[src/rtl/pgpair_tlb_pkg.sv]
// Shared widths, command and register encodings, and entry layout for the
// paired-page translation buffer. Assumes 32-bit virtual and physical
// addresses and a 4 KiB minimum page.
package pgpair_tlb_pkg;

    localparam int REG_W      = 32;
    localparam int VA_W       = 32;
    localparam int PAGE_SHIFT = 12;
    localparam int TAG_LSB    = 13;
    localparam int ASID_W     = 8;
    localparam int MASK_W     = 8;
    localparam int CACHE_W    = 3;
    localparam int PFN_LSB    = 6;
    localparam int PFN_W      = VA_W - PAGE_SHIFT;
    localparam int VPN2_W     = VA_W - TAG_LSB;
    localparam int SZ_W       = $clog2(MASK_W + 1);
    localparam int MISS_BIT   = 31;

    typedef enum logic [1:0] {
        OP_PROBE     = 2'd0,
        OP_READ      = 2'd1,
        OP_WRITE_IDX = 2'd2,
        OP_WRITE_RND = 2'd3
    } tlb_op_e;

    typedef enum logic [2:0] {
        SEL_HI    = 3'd0,
        SEL_LO0   = 3'd1,
        SEL_LO1   = 3'd2,
        SEL_MASK  = 3'd3,
        SEL_INDEX = 3'd4
    } tlb_reg_e;

    typedef struct packed {
        logic [PFN_W-1:0]   pfn;
        logic [CACHE_W-1:0] cattr;
        logic               dirty;
        logic               valid;
    } half_t;

    typedef struct packed {
        logic [VPN2_W-1:0] vpn2;
        logic [ASID_W-1:0] asid;
        logic [MASK_W-1:0] mask;
        logic              glob;
        half_t             even;
        half_t             odd;
    } entry_t;

    // Number of ones in a page mask, i.e. extra page-offset bits.
    function automatic logic [SZ_W-1:0] page_bits(input logic [MASK_W-1:0] m);
        logic [SZ_W-1:0] c;
        c = '0;
        for (int i = 0; i < MASK_W; i++) begin
            c = c + SZ_W'(m[i]);
        end
        return c;
    endfunction

    // Unpack one half descriptor register.
    function automatic half_t lo_to_half(input logic [REG_W-1:0] r);
        half_t h;
        h.pfn   = r[PFN_LSB +: PFN_W];
        h.cattr = r[3 +: CACHE_W];
        h.dirty = r[2];
        h.valid = r[1];
        return h;
    endfunction

    // Pack one half plus the global flag back into register layout.
    function automatic logic [REG_W-1:0] half_to_lo(input half_t h, input logic g);
        return REG_W'({h.pfn, h.cattr, h.dirty, h.valid, g});
    endfunction

endpackage

[src/rtl/pgpair_tlb_entry.sv]
// One slot of the buffer: holds an entry and compares it against the probe
// tag and the translate address under the current identifier.
// Assumes the mask holds contiguous low ones; other patterns simply ignore
// the tag bits they mark.
module pgpair_tlb_entry
    import pgpair_tlb_pkg::*;
(
    input  logic                 clk,
    input  logic                 rst_n,
    input  logic                 we,
    input  entry_t               wdata,
    input  logic [ASID_W-1:0]    cur_asid,
    input  logic [VPN2_W-1:0]    probe_vpn2,
    input  logic [VPN2_W-1:0]    xl_vpn2,
    output logic                 probe_match,
    output logic                 xl_match,
    output entry_t               ent
);

    entry_t            store_q;
    logic [VPN2_W-1:0] keep;
    logic              id_ok;

    // Slot storage: cleared on reset, replaced whole on a write.
    always_ff @(posedge clk) begin
        if (!rst_n) begin
            store_q <= '0;
        end else if (we) begin
            store_q <= wdata;
        end
    end

    // Match logic: masked tag compare plus identifier or global.
    always_comb begin
        keep        = ~VPN2_W'(store_q.mask);
        id_ok       = store_q.glob | (store_q.asid == cur_asid);
        probe_match = id_ok & (((store_q.vpn2 ^ probe_vpn2) & keep) == '0);
        xl_match    = id_ok & (((store_q.vpn2 ^ xl_vpn2) & keep) == '0);
    end

    assign ent = store_q;

endmodule

[src/rtl/pgpair_tlb_first.sv]
// Priority encoder: reports whether any request is set and the lowest set
// position. Assumes N is at least 2.
module pgpair_tlb_first #(
    parameter int N = 16,
    localparam int IW = $clog2(N)
) (
    input  logic [N-1:0]  req,
    output logic          any,
    output logic [IW-1:0] idx
);

    // Scan from the top down so the lowest set request wins.
    always_comb begin
        idx = '0;
        for (int i = N - 1; i >= 0; i--) begin
            if (req[i]) begin
                idx = IW'(i);
            end
        end
        any = |req;
    end

endmodule

[src/rtl/pgpair_tlb_xlate.sv]
// Translate datapath: given the matching entry, selects the even or odd
// half from the address bit above the page offset and forms the physical
// address. Assumes physical and virtual addresses share one width.
module pgpair_tlb_xlate
    import pgpair_tlb_pkg::*;
(
    input  entry_t             ent,
    input  logic               hit,
    input  logic [VA_W-1:0]    vaddr,
    output logic [VA_W-1:0]    paddr,
    output logic               valid,
    output logic               dirty,
    output logic [CACHE_W-1:0] cattr,
    output logic               miss,
    output logic               invalid
);

    int unsigned     shamt;
    logic [VA_W-1:0] above;
    logic [VA_W-1:0] omask;
    half_t           half;

    // Half selection and address composition.
    always_comb begin
        shamt   = PAGE_SHIFT + 32'(page_bits(ent.mask));
        above   = vaddr >> shamt;
        omask   = ~({VA_W{1'b1}} << shamt);
        half    = above[0] ? ent.odd : ent.even;
        miss    = ~hit;
        valid   = hit & half.valid;
        invalid = hit & ~half.valid;
        dirty   = hit & half.dirty;
        cattr   = hit ? half.cattr : '0;
        paddr   = hit ? (({half.pfn, {PAGE_SHIFT{1'b0}}} & ~omask) | (vaddr & omask))
                      : '0;
    end

endmodule

[src/rtl/pgpair_tlb.sv]
// Top of the paired-page translation buffer: staging registers, command
// execution (probe, read, write-indexed, write-random) and the slot array
// with its translate port. Assumes ENTRIES is a power of two; commands
// complete in one cycle and the random slot is supplied from outside.
module pgpair_tlb
    import pgpair_tlb_pkg::*;
#(
    parameter int ENTRIES = 16,
    localparam int IDX_W = $clog2(ENTRIES)
) (
    input  logic               clk,
    input  logic               rst_n,
    input  logic               cfg_we,
    input  logic [2:0]         cfg_sel,
    input  logic [REG_W-1:0]   cfg_wdata,
    input  logic               cmd_valid,
    input  logic [1:0]         cmd_op,
    input  logic [IDX_W-1:0]   random_in,
    input  logic [VA_W-1:0]    tr_vaddr,
    output logic [REG_W-1:0]   reg_entry_hi,
    output logic [REG_W-1:0]   reg_entry_lo0,
    output logic [REG_W-1:0]   reg_entry_lo1,
    output logic [REG_W-1:0]   reg_page_mask,
    output logic [REG_W-1:0]   reg_index,
    output logic               cmd_done,
    output logic [VA_W-1:0]    tr_paddr,
    output logic               tr_valid,
    output logic               tr_dirty,
    output logic [CACHE_W-1:0] tr_cattr,
    output logic               tr_miss,
    output logic               tr_invalid
);

    logic [REG_W-1:0] hi_q, lo0_q, lo1_q, mask_q, index_q;
    logic             done_q;

    tlb_op_e          op;
    tlb_reg_e         sel;
    entry_t           wr_ent;
    logic [IDX_W-1:0] wr_slot;
    logic             wr_cmd;
    logic [ENTRIES-1:0] entry_we;
    logic [ENTRIES-1:0] probe_hits;
    logic [ENTRIES-1:0] xl_hits;
    entry_t           ent_q [ENTRIES];
    logic             probe_hit;
    logic [IDX_W-1:0] probe_idx;
    logic             xl_hit;
    logic [IDX_W-1:0] xl_idx;
    entry_t           rd_ent;

    assign op  = tlb_op_e'(cmd_op);
    assign sel = tlb_reg_e'(cfg_sel);

    // Build the entry image that a write command stores.
    always_comb begin
        wr_ent.vpn2 = hi_q[TAG_LSB +: VPN2_W];
        wr_ent.asid = hi_q[ASID_W-1:0];
        wr_ent.mask = mask_q[TAG_LSB +: MASK_W];
        wr_ent.glob = lo0_q[0] & lo1_q[0];
        wr_ent.even = lo_to_half(lo0_q);
        wr_ent.odd  = lo_to_half(lo1_q);
    end

    // Choose the target slot and whether this cycle writes the array.
    always_comb begin
        wr_cmd  = cmd_valid & ((op == OP_WRITE_IDX) | (op == OP_WRITE_RND));
        wr_slot = (op == OP_WRITE_RND) ? random_in : index_q[IDX_W-1:0];
    end

    // Slot array, one instance per entry.
    for (genvar i = 0; i < ENTRIES; i++) begin : g_slot
        assign entry_we[i] = wr_cmd & (wr_slot == IDX_W'(i));
        pgpair_tlb_entry u_ent (
            .clk         (clk),
            .rst_n       (rst_n),
            .we          (entry_we[i]),
            .wdata       (wr_ent),
            .cur_asid    (hi_q[ASID_W-1:0]),
            .probe_vpn2  (hi_q[TAG_LSB +: VPN2_W]),
            .xl_vpn2     (tr_vaddr[TAG_LSB +: VPN2_W]),
            .probe_match (probe_hits[i]),
            .xl_match    (xl_hits[i]),
            .ent         (ent_q[i])
        );
    end

    pgpair_tlb_first #(.N(ENTRIES)) u_probe_pe (
        .req (probe_hits),
        .any (probe_hit),
        .idx (probe_idx)
    );

    pgpair_tlb_first #(.N(ENTRIES)) u_xl_pe (
        .req (xl_hits),
        .any (xl_hit),
        .idx (xl_idx)
    );

    pgpair_tlb_xlate u_xlate (
        .ent     (ent_q[xl_idx]),
        .hit     (xl_hit),
        .vaddr   (tr_vaddr),
        .paddr   (tr_paddr),
        .valid   (tr_valid),
        .dirty   (tr_dirty),
        .cattr   (tr_cattr),
        .miss    (tr_miss),
        .invalid (tr_invalid)
    );

    assign rd_ent = ent_q[index_q[IDX_W-1:0]];

    // Staging registers: software writes first, command results override.
    always_ff @(posedge clk) begin
        if (!rst_n) begin
            hi_q    <= '0;
            lo0_q   <= '0;
            lo1_q   <= '0;
            mask_q  <= '0;
            index_q <= '0;
            done_q  <= 1'b0;
        end else begin
            done_q <= cmd_valid;
            if (cfg_we) begin
                case (sel)
                    SEL_HI:    hi_q    <= cfg_wdata;
                    SEL_LO0:   lo0_q   <= cfg_wdata;
                    SEL_LO1:   lo1_q   <= cfg_wdata;
                    SEL_MASK:  mask_q  <= cfg_wdata;
                    SEL_INDEX: index_q <= cfg_wdata;
                    default:   ;
                endcase
            end
            if (cmd_valid && op == OP_PROBE) begin
                if (probe_hit) begin
                    index_q <= REG_W'(probe_idx);
                end else begin
                    index_q <= index_q | (REG_W'(1) << MISS_BIT);
                end
            end
            if (cmd_valid && op == OP_READ) begin
                hi_q   <= {rd_ent.vpn2, {(TAG_LSB - ASID_W){1'b0}}, rd_ent.asid};
                mask_q <= REG_W'(rd_ent.mask) << TAG_LSB;
                lo0_q  <= half_to_lo(rd_ent.even, rd_ent.glob);
                lo1_q  <= half_to_lo(rd_ent.odd, rd_ent.glob);
            end
        end
    end

    assign reg_entry_hi  = hi_q;
    assign reg_entry_lo0 = lo0_q;
    assign reg_entry_lo1 = lo1_q;
    assign reg_page_mask = mask_q;
    assign reg_index     = index_q;
    assign cmd_done      = done_q;

endmodule

[config.mk]
export PLATFORM = sky130hd
export DESIGN_NAME = pgpair_tlb
export DESIGN_NICKNAME = d
export VERILOG_FILES = /design/src/rtl/pgpair_tlb_pkg.sv /design/src/rtl/pgpair_tlb_entry.sv /design/src/rtl/pgpair_tlb_first.sv /design/src/rtl/pgpair_tlb_xlate.sv /design/src/rtl/pgpair_tlb.sv
export SDC_FILE = /design/constraint.sdc
export NUM_CORES = 2
export LEC_CHECK = 0
export BUFFER_PORTS_ARGS = -buffer_cell sky130_fd_sc_hd__buf_2
export CORE_UTILIZATION = 45
export DETAILED_ROUTE_END_ITERATION = 7
export PLACE_DENSITY = 0.61
export SLEW_MARGIN = 20
export SYNTH_ARGS = -nofsm -noshare
export SYNTH_HDL_FRONTEND = slang
export SYNTH_SLANG_ARGS = --single-unit
[constraint.sdc]
create_clock -name clk -period 14.9 [get_ports clk]
set_input_delay 0.745 -clock clk [delete_from_list [all_inputs] [get_ports clk]]
set_output_delay 0.745 -clock clk [all_outputs]
set_load 0.01 [all_outputs]
# == Yosys cells after proc, flatten, opt, wreduce, memory -nomap -nowiden ==
# Index checks and enable logic that the tools add are counted.
# W data, S select, Z words.
# classes
addsub,8
order_cmp,2
n_eq_ne,39
shifts,2
mux,58
bitwise,160
reduce_logical,57
# op_table
operator,n
$bmux W86 S4,2
$and A19 B19 Y19,32
$logic_not A19 Y1,32
$xor A19 B19 Y19,32
$not A8 Y19,16
$mux W32,8
$mux W86,2
$mux W26,6
$mux W4,33
$eq A8 B8 Y1,16
$mux W59,2
$and A32 B32 Y32,2
$not A32 Y32,2
$mux W21,3
$and A1 B1 Y1,53
$eq A4 B4 Y1 const B,8
$or A32 B32 Y32,1
$reduce_or A16 Y1,2
$shl A32 B32 Y32 const A,1
$shr A32 B32 Y1,1
$mux W25,1
$add A4 B1 Y4,6
$reduce_and A2 Y1,9
$or A1 B1 Y1,17
22 further kinds,39
# totals
ff_bits,1537
inputBits,77
output_inout_bits,200
wordCells,529

# == Longest topological paths before layout ==
# depth
depth_word,38
depth_mapped,40
ltp_nobuf,31

# == Cells and area by module ==
# From an unflattened synthesis, not the netlist that was laid out.
# unflattened
cells_unflattened,7985
hier_area_um2,89940.0
# modules_own_cells
mod,n_inst,cells_per_inst,area_each_um2,seq_area_each_um2
pgpair_tlb_entry,16,346,3748.6,1721.7
pgpair_tlb,1,2236,28507.3,3223.1
pgpair_tlb_xlate,1,145,1102.3,0.0
pgpair_tlb_first,2,34,176.4,0.0

# == Worst setup path before layout ==
# OpenSTA, ideal clock, no wires.
# synth_timing
kind,in2out
startpoint,input tr_vaddr[25]
endpoint,output tr_paddr[22]
t_arrival_ns,7.823
required_time_ns,14.155
path_slack_ns,6.332
cell_stages,35
path_buffers,9
path_cell_list,buf_2 buf_4 xnor2_1 nand4_1 nor4_1 nand3_1 o211ai_1 a311oi_2 o21ai_2 a21o_1 buf_2 clkbuf_1 buf_2 a211oi_1 a311oi_1 a31oi_1 ha_1 inv_1 fa_1 fa_1 inv_1 fa_1 clkbuf_1 mux4_2 nand2_1 nand2_1 nand2_1 o21ai_0 or2_1 clkbuf_1 buf_2 buf_6 a221oi_1 a21oi_1 a311oi_1
# synth_via
elab_chain_cells,38
elab_cells_between_ends,102
classes_between,add/sub: 8; shift: 2; mux: 21; bitwise: 54; reduce/logical: 17
# synth_rtl
item,line_no,source
"start, declared",pgpair_tlb.sv:19,"input logic [VA_W-1:0] tr_vaddr,"
$xor A19 B19 Y19,pgpair_tlb_entry.sv:38,xl_match = id_ok & (((store_q.vpn2 ^ xl_vpn2) & keep) == '0);
$and A19 B19 Y19,pgpair_tlb_entry.sv:38,
$logic_not A19 Y1,pgpair_tlb_entry.sv:38,
$and A1 B1 Y1,pgpair_tlb_entry.sv:38,
$mux W4 (16 in a row),pgpair_tlb_first.sv:16,if (req[i]) begin
$not A4 Y5 (implied by the code),pgpair_tlb.sv:101,".ent (ent_q[xl_idx]),"
$bmux W86 S4,pgpair_tlb.sv:101,
$mux W59 (implied by the code) (2 in a row),pgpair_tlb.sv:101,
$add A1 B1 Y2,pgpair_tlb_pkg.sv:55,c = c + SZ_W'(m[i]);
$add A4 B1 Y4 (6 in a row),pgpair_tlb_pkg.sv:55,
$add A4 B4 Y5,pgpair_tlb_xlate.sv:25,shamt = PAGE_SHIFT + 32'(page_bits(ent.mask));
$shl A32 B32 Y32,pgpair_tlb_xlate.sv:27,omask = ~({VA_W{1'b1}} << shamt);
$not A32 Y32,pgpair_tlb_xlate.sv:27,
$not A32 Y32,pgpair_tlb_xlate.sv:34,"paddr = hit ? (({half.pfn, {PAGE_SHIFT{1'b0}}} & ~omask) | (vaddr & omask))"
$and A32 B32 Y32,pgpair_tlb_xlate.sv:34,
$or A32 B32 Y32,pgpair_tlb_xlate.sv:34,
$mux W32 *,pgpair_tlb_xlate.sv:34,
"end, declared",pgpair_tlb.sv:26,"output logic [VA_W-1:0] tr_paddr,"
# Mark *: on every way between the ends. The rest lies on a longest branch, timed or not. The select of a mux whose other input is x is not followed.

# == Final worst setup path ==
# layout_timing
startpoint,"register hi_q[0], in the netlist reg_entry_hi[0]"
endpoint,output tr_paddr[20]
# layout_via
elab_chain_cells,37
elab_cells_between_ends,86
classes_between,add/sub: 8; eq/ne: 16; shift: 2; mux: 21; bitwise: 38; reduce/logical: 1
# layout_rtl
item,line_no,source
"start, declared",pgpair_tlb.sv:34,"logic [REG_W-1:0] hi_q, lo0_q, lo1_q, mask_q, index_q;"
"start signal, assigned",pgpair_tlb.sv:127,SEL_HI: hi_q <= cfg_wdata;
"start signal, assigned",pgpair_tlb.sv:143,"hi_q <= {rd_ent.vpn2, {(TAG_LSB - ASID_W){1'b0}}, rd_ent.asid};"
$eq A8 B8 Y1,pgpair_tlb_entry.sv:36,id_ok = store_q.glob | (store_q.asid == cur_asid);
$or A1 B1 Y1,pgpair_tlb_entry.sv:36,
$and A1 B1 Y1,pgpair_tlb_entry.sv:38,
$mux W4 (16 in a row),pgpair_tlb_first.sv:16,
$not A4 Y5 (implied by the code),pgpair_tlb.sv:101,
$bmux W86 S4,pgpair_tlb.sv:101,
$mux W59 (implied by the code) (2 in a row),pgpair_tlb.sv:101,
$add A1 B1 Y2,pgpair_tlb_pkg.sv:55,
$add A4 B1 Y4 (6 in a row),pgpair_tlb_pkg.sv:55,
$add A4 B4 Y5,pgpair_tlb_xlate.sv:25,
$shl A32 B32 Y32,pgpair_tlb_xlate.sv:27,
$not A32 Y32,pgpair_tlb_xlate.sv:27,
$not A32 Y32,pgpair_tlb_xlate.sv:34,
$and A32 B32 Y32,pgpair_tlb_xlate.sv:34,
$or A32 B32 Y32,pgpair_tlb_xlate.sv:34,
$mux W32 *,pgpair_tlb_xlate.sv:34,
# Marked as above.

==> flow_summary.ini <==
[status]
status = finished, final reports clean

[final_layout]
area_growth_pct = 7.78
fin_nets = 9801
layoutNonFillerInstCount = 12300
drive_above_1_share_pct = 12.3
fin_area_mm2 = 0.0908
utilization_pct = 48.9

[place]
dp_cells = 12000
place.gp.congestion = 1.11
port-buffer-count = 276
hpwlAfterDp_um = 236000
placed_cell_area_mm2 = 0.0851

[sta]
final.setup.tns_ps = 0
post-route-period-util_pct = 89.2
hold_viol = 0
period_needed_ps = 13290
tightestPinTransition_ps = 1260
grt_setup_unrepaired = false
drv_slew = 0
fmax_ghz = 0.0753
hold_ws_ps = 177
setup_viol = 0
clock-skew-final_ps = 35.8
slew_headroom_pct = 15.7

[setup_path]
reg2reg_from = reg_entry_hi[0]
start_kind = register
cp-startpoint = reg_entry_hi[0]
critical_path.slowest_cell = o21ai_0
reg2reg_slack_ps = 9870
slowest_delay_ps = 1010
r2r_cells = 12
cpMostUsedCell = fa_1
endpoint = tr_paddr[20]
path_class = register to primary output
critPathCaptureType = primary output
worstPathArrival_ps = 12540
critPathMaxFanout = 34
r2r-end = reg_index[0]
crit_required_ps = 14160

[routing]
drt_wl_total_um = 375000
drc = 0
drt-wirelength-per-cell_um = 30.4
drtAntennaViolNets = 0
via_count = 78900
first_iter_violations = 11500
dr.pass1.iters = 7
vias_per_cell = 6.39

[global_route]
grt_max_degree = 213
grt_pass1_wl_um = 533000
overflow = 0
grt_pass1_vias = 73200
track_usage_pct = 38.2
antenna_found_initial = 34

[synthesis]
ys_types = 75
yosys.area.top_type = dfxtp_1
syn_inst = 10200
ys_top_cells_by_area = dfxtp_1, nand2_1, mux4_2
ys_async_sr_fraction_pct = 0
yosys.area.top_type_share_pct = 36.5
post-synth-top-count-cell = nand2_1
seq_area_frac_synth_pct = 36.5
synth_area_per_cell_um2 = 8.23
syn_nets = 10300
syn_area_mm2 = 0.0843
synth-seq-cells = 1537
yosysWarnings = 0
synth_ff_type = dfxtp_1
synth_enable_flop_cells = 0
ys_top_cells_by_count = nand2_1, dfxtp_1, a21oi_1

[clock_network]
insertion_delay_ps = 890
htreeDepth = 4
cts_tree = built
cts_root_buf = clkbuf_16
cts_buffers = 170
clock_sinks = 1537
post-cts-setup-buffers = 0
clk_pin_slew_ps = 60
cts_resized = 0
holdBufCountCts = 0
cts.path.max_buffers = 3

[floorplanning]
die-area_mm2 = 0.189
dieHeight_um = 435
num_rows = 158
io_pins = 277
initial_utilization_pct = 45.4
core-area_mm2 = 0.186
die_w_um = 435

[flow_run]
cap_violations = 0

[power]
vdd_ir_drop_max_mv = 0.144
powerDensity_mw_per_mm2 = 105
p_leak_nw = 30.1

[min_path]
hold_class = input pin to register
## registers in the layout, summed over array words and instances, names as in the netlist
register          flops
reg_page_mask        32
reg_entry_lo0        32
cmd_done              1
reg_index            32
reg_entry_lo1        32
reg_entry_hi         32
g_slot.u_ent.ent   1376
## cell families (layout without fill, tap and decap cells)
| logic type | after synthesis | after routing | synth area share, % |
|---|---|---|---|
| simple gates | 4062 | 4062 | 19.2 |
| compound gates | 2036 | 2036 | 15.2 |
| flops | 1537 | 1537 | 36.5 |
| buf+inv | 1140 | 735 | 6.16 |
| xor+xnor | 737 | 737 | 7.66 |
| mux | 722 | 722 | 15.0 |
| fa+ha+maj | 10 | 10 | 0.184 |
| other cells | 0 | 16 | 0 |
## worst max-delay path, delay by kind of cell, from the launching register on
kind / cells / cell delay (ps)
AO/OA/AOI/OAI: 10 / 4280
adder cells (fa/ha/maj): 5 / 2290
buffers and inverters: 7 / 1840
AND/OR/NAND/NOR: 5 / 1420
flip-flops: 1 / 920
multiplexers: 3 / 750
XOR/XNOR: 1 / 100
## power breakdown
group | leakage [nW] | switching, mW | internal (mW) | total [mW]
combinational | 14.9 | 0.632 | 0.292 | 0.923
sequential | 12.4 | 0.0971 | 4.14 | 4.24
clock | 2.79 | 1.84 | 2.50 | 4.35
total | 30.1 | 2.57 | 6.93 | 9.51
## cell type report
cell class | count | area (um2)
Fill cell | 17400 | 94800
Multi-Input combinational cell | 7567 | 48600
Sequential cell | 1537 | 30800
Clock buffer | 254 | 5100
Tap cell | 2480 | 3100
Timing Repair Buffer | 418 | 2560
Clock inverter | 43 | 556
Inverter | 20 | 82.6
Antenna cell | 16 | 40.0
## per-stage QoR
| stage | power, mW | setup slack [ps] |
|---|---|---|
| global route | 9.70 | 1510 |
| floorplan | 4.87 | 6330 |
| finish | 9.51 | 1610 |
| detailed placement | 5.21 | 3030 |
| CTS | 9.47 | 2110 |
| global placement | 5.20 | 3210 |
## worst min path at each step
| stage | startpoint | endpoint | slack (ps) | cells after the start |
|---|---|---|---|---|
| finish | cfg_wdata[29] | reg_entry_lo1[29] | 180 | 3 |
| CTS | cfg_wdata[29] | reg_entry_lo0[29] | 160 | 3 |
| global placement | reg_page_mask[1] | reg_page_mask[1] | 440 | 2 |
| global route | cfg_wdata[29] | reg_entry_lo0[29] | 190 | 3 |
| floorplan | g_slot[11].u_ent.ent[10] | g_slot[11].u_ent.ent[10] | 450 | 2 |
| detailed placement | reg_page_mask[0] | reg_page_mask[0] | 440 | 2 |
## placed cells by master, fill, tap and decap left out, drive strengths merged, types with 100 or more instances in the layout
cell | Yosys | final
xnor2 | 637 | 637
xor2 | 100 | 100
nand3 | 164 | 164
dfxtp | 1537 | 1537
nand2 | 3447 | 3447
a21boi | 449 | 449
mux2i | 287 | 287
buf | 374 | 418
a21oi | 1032 | 1032
clkbuf | 746 | 254
o22ai | 128 | 128
mux4 | 434 | 434
nor2 | 145 | 145
## metal layers
metal	part of all wire (%)	global-route usage, %	up-vias
li1	-	-	33800
met1	37	48.4	38300
met2	42	56.6	5437
met3	14	12.0	1236
met4	6.9	23.2	32
met5	0.11	0.882	-
Power figures use the tool's default switching activity.
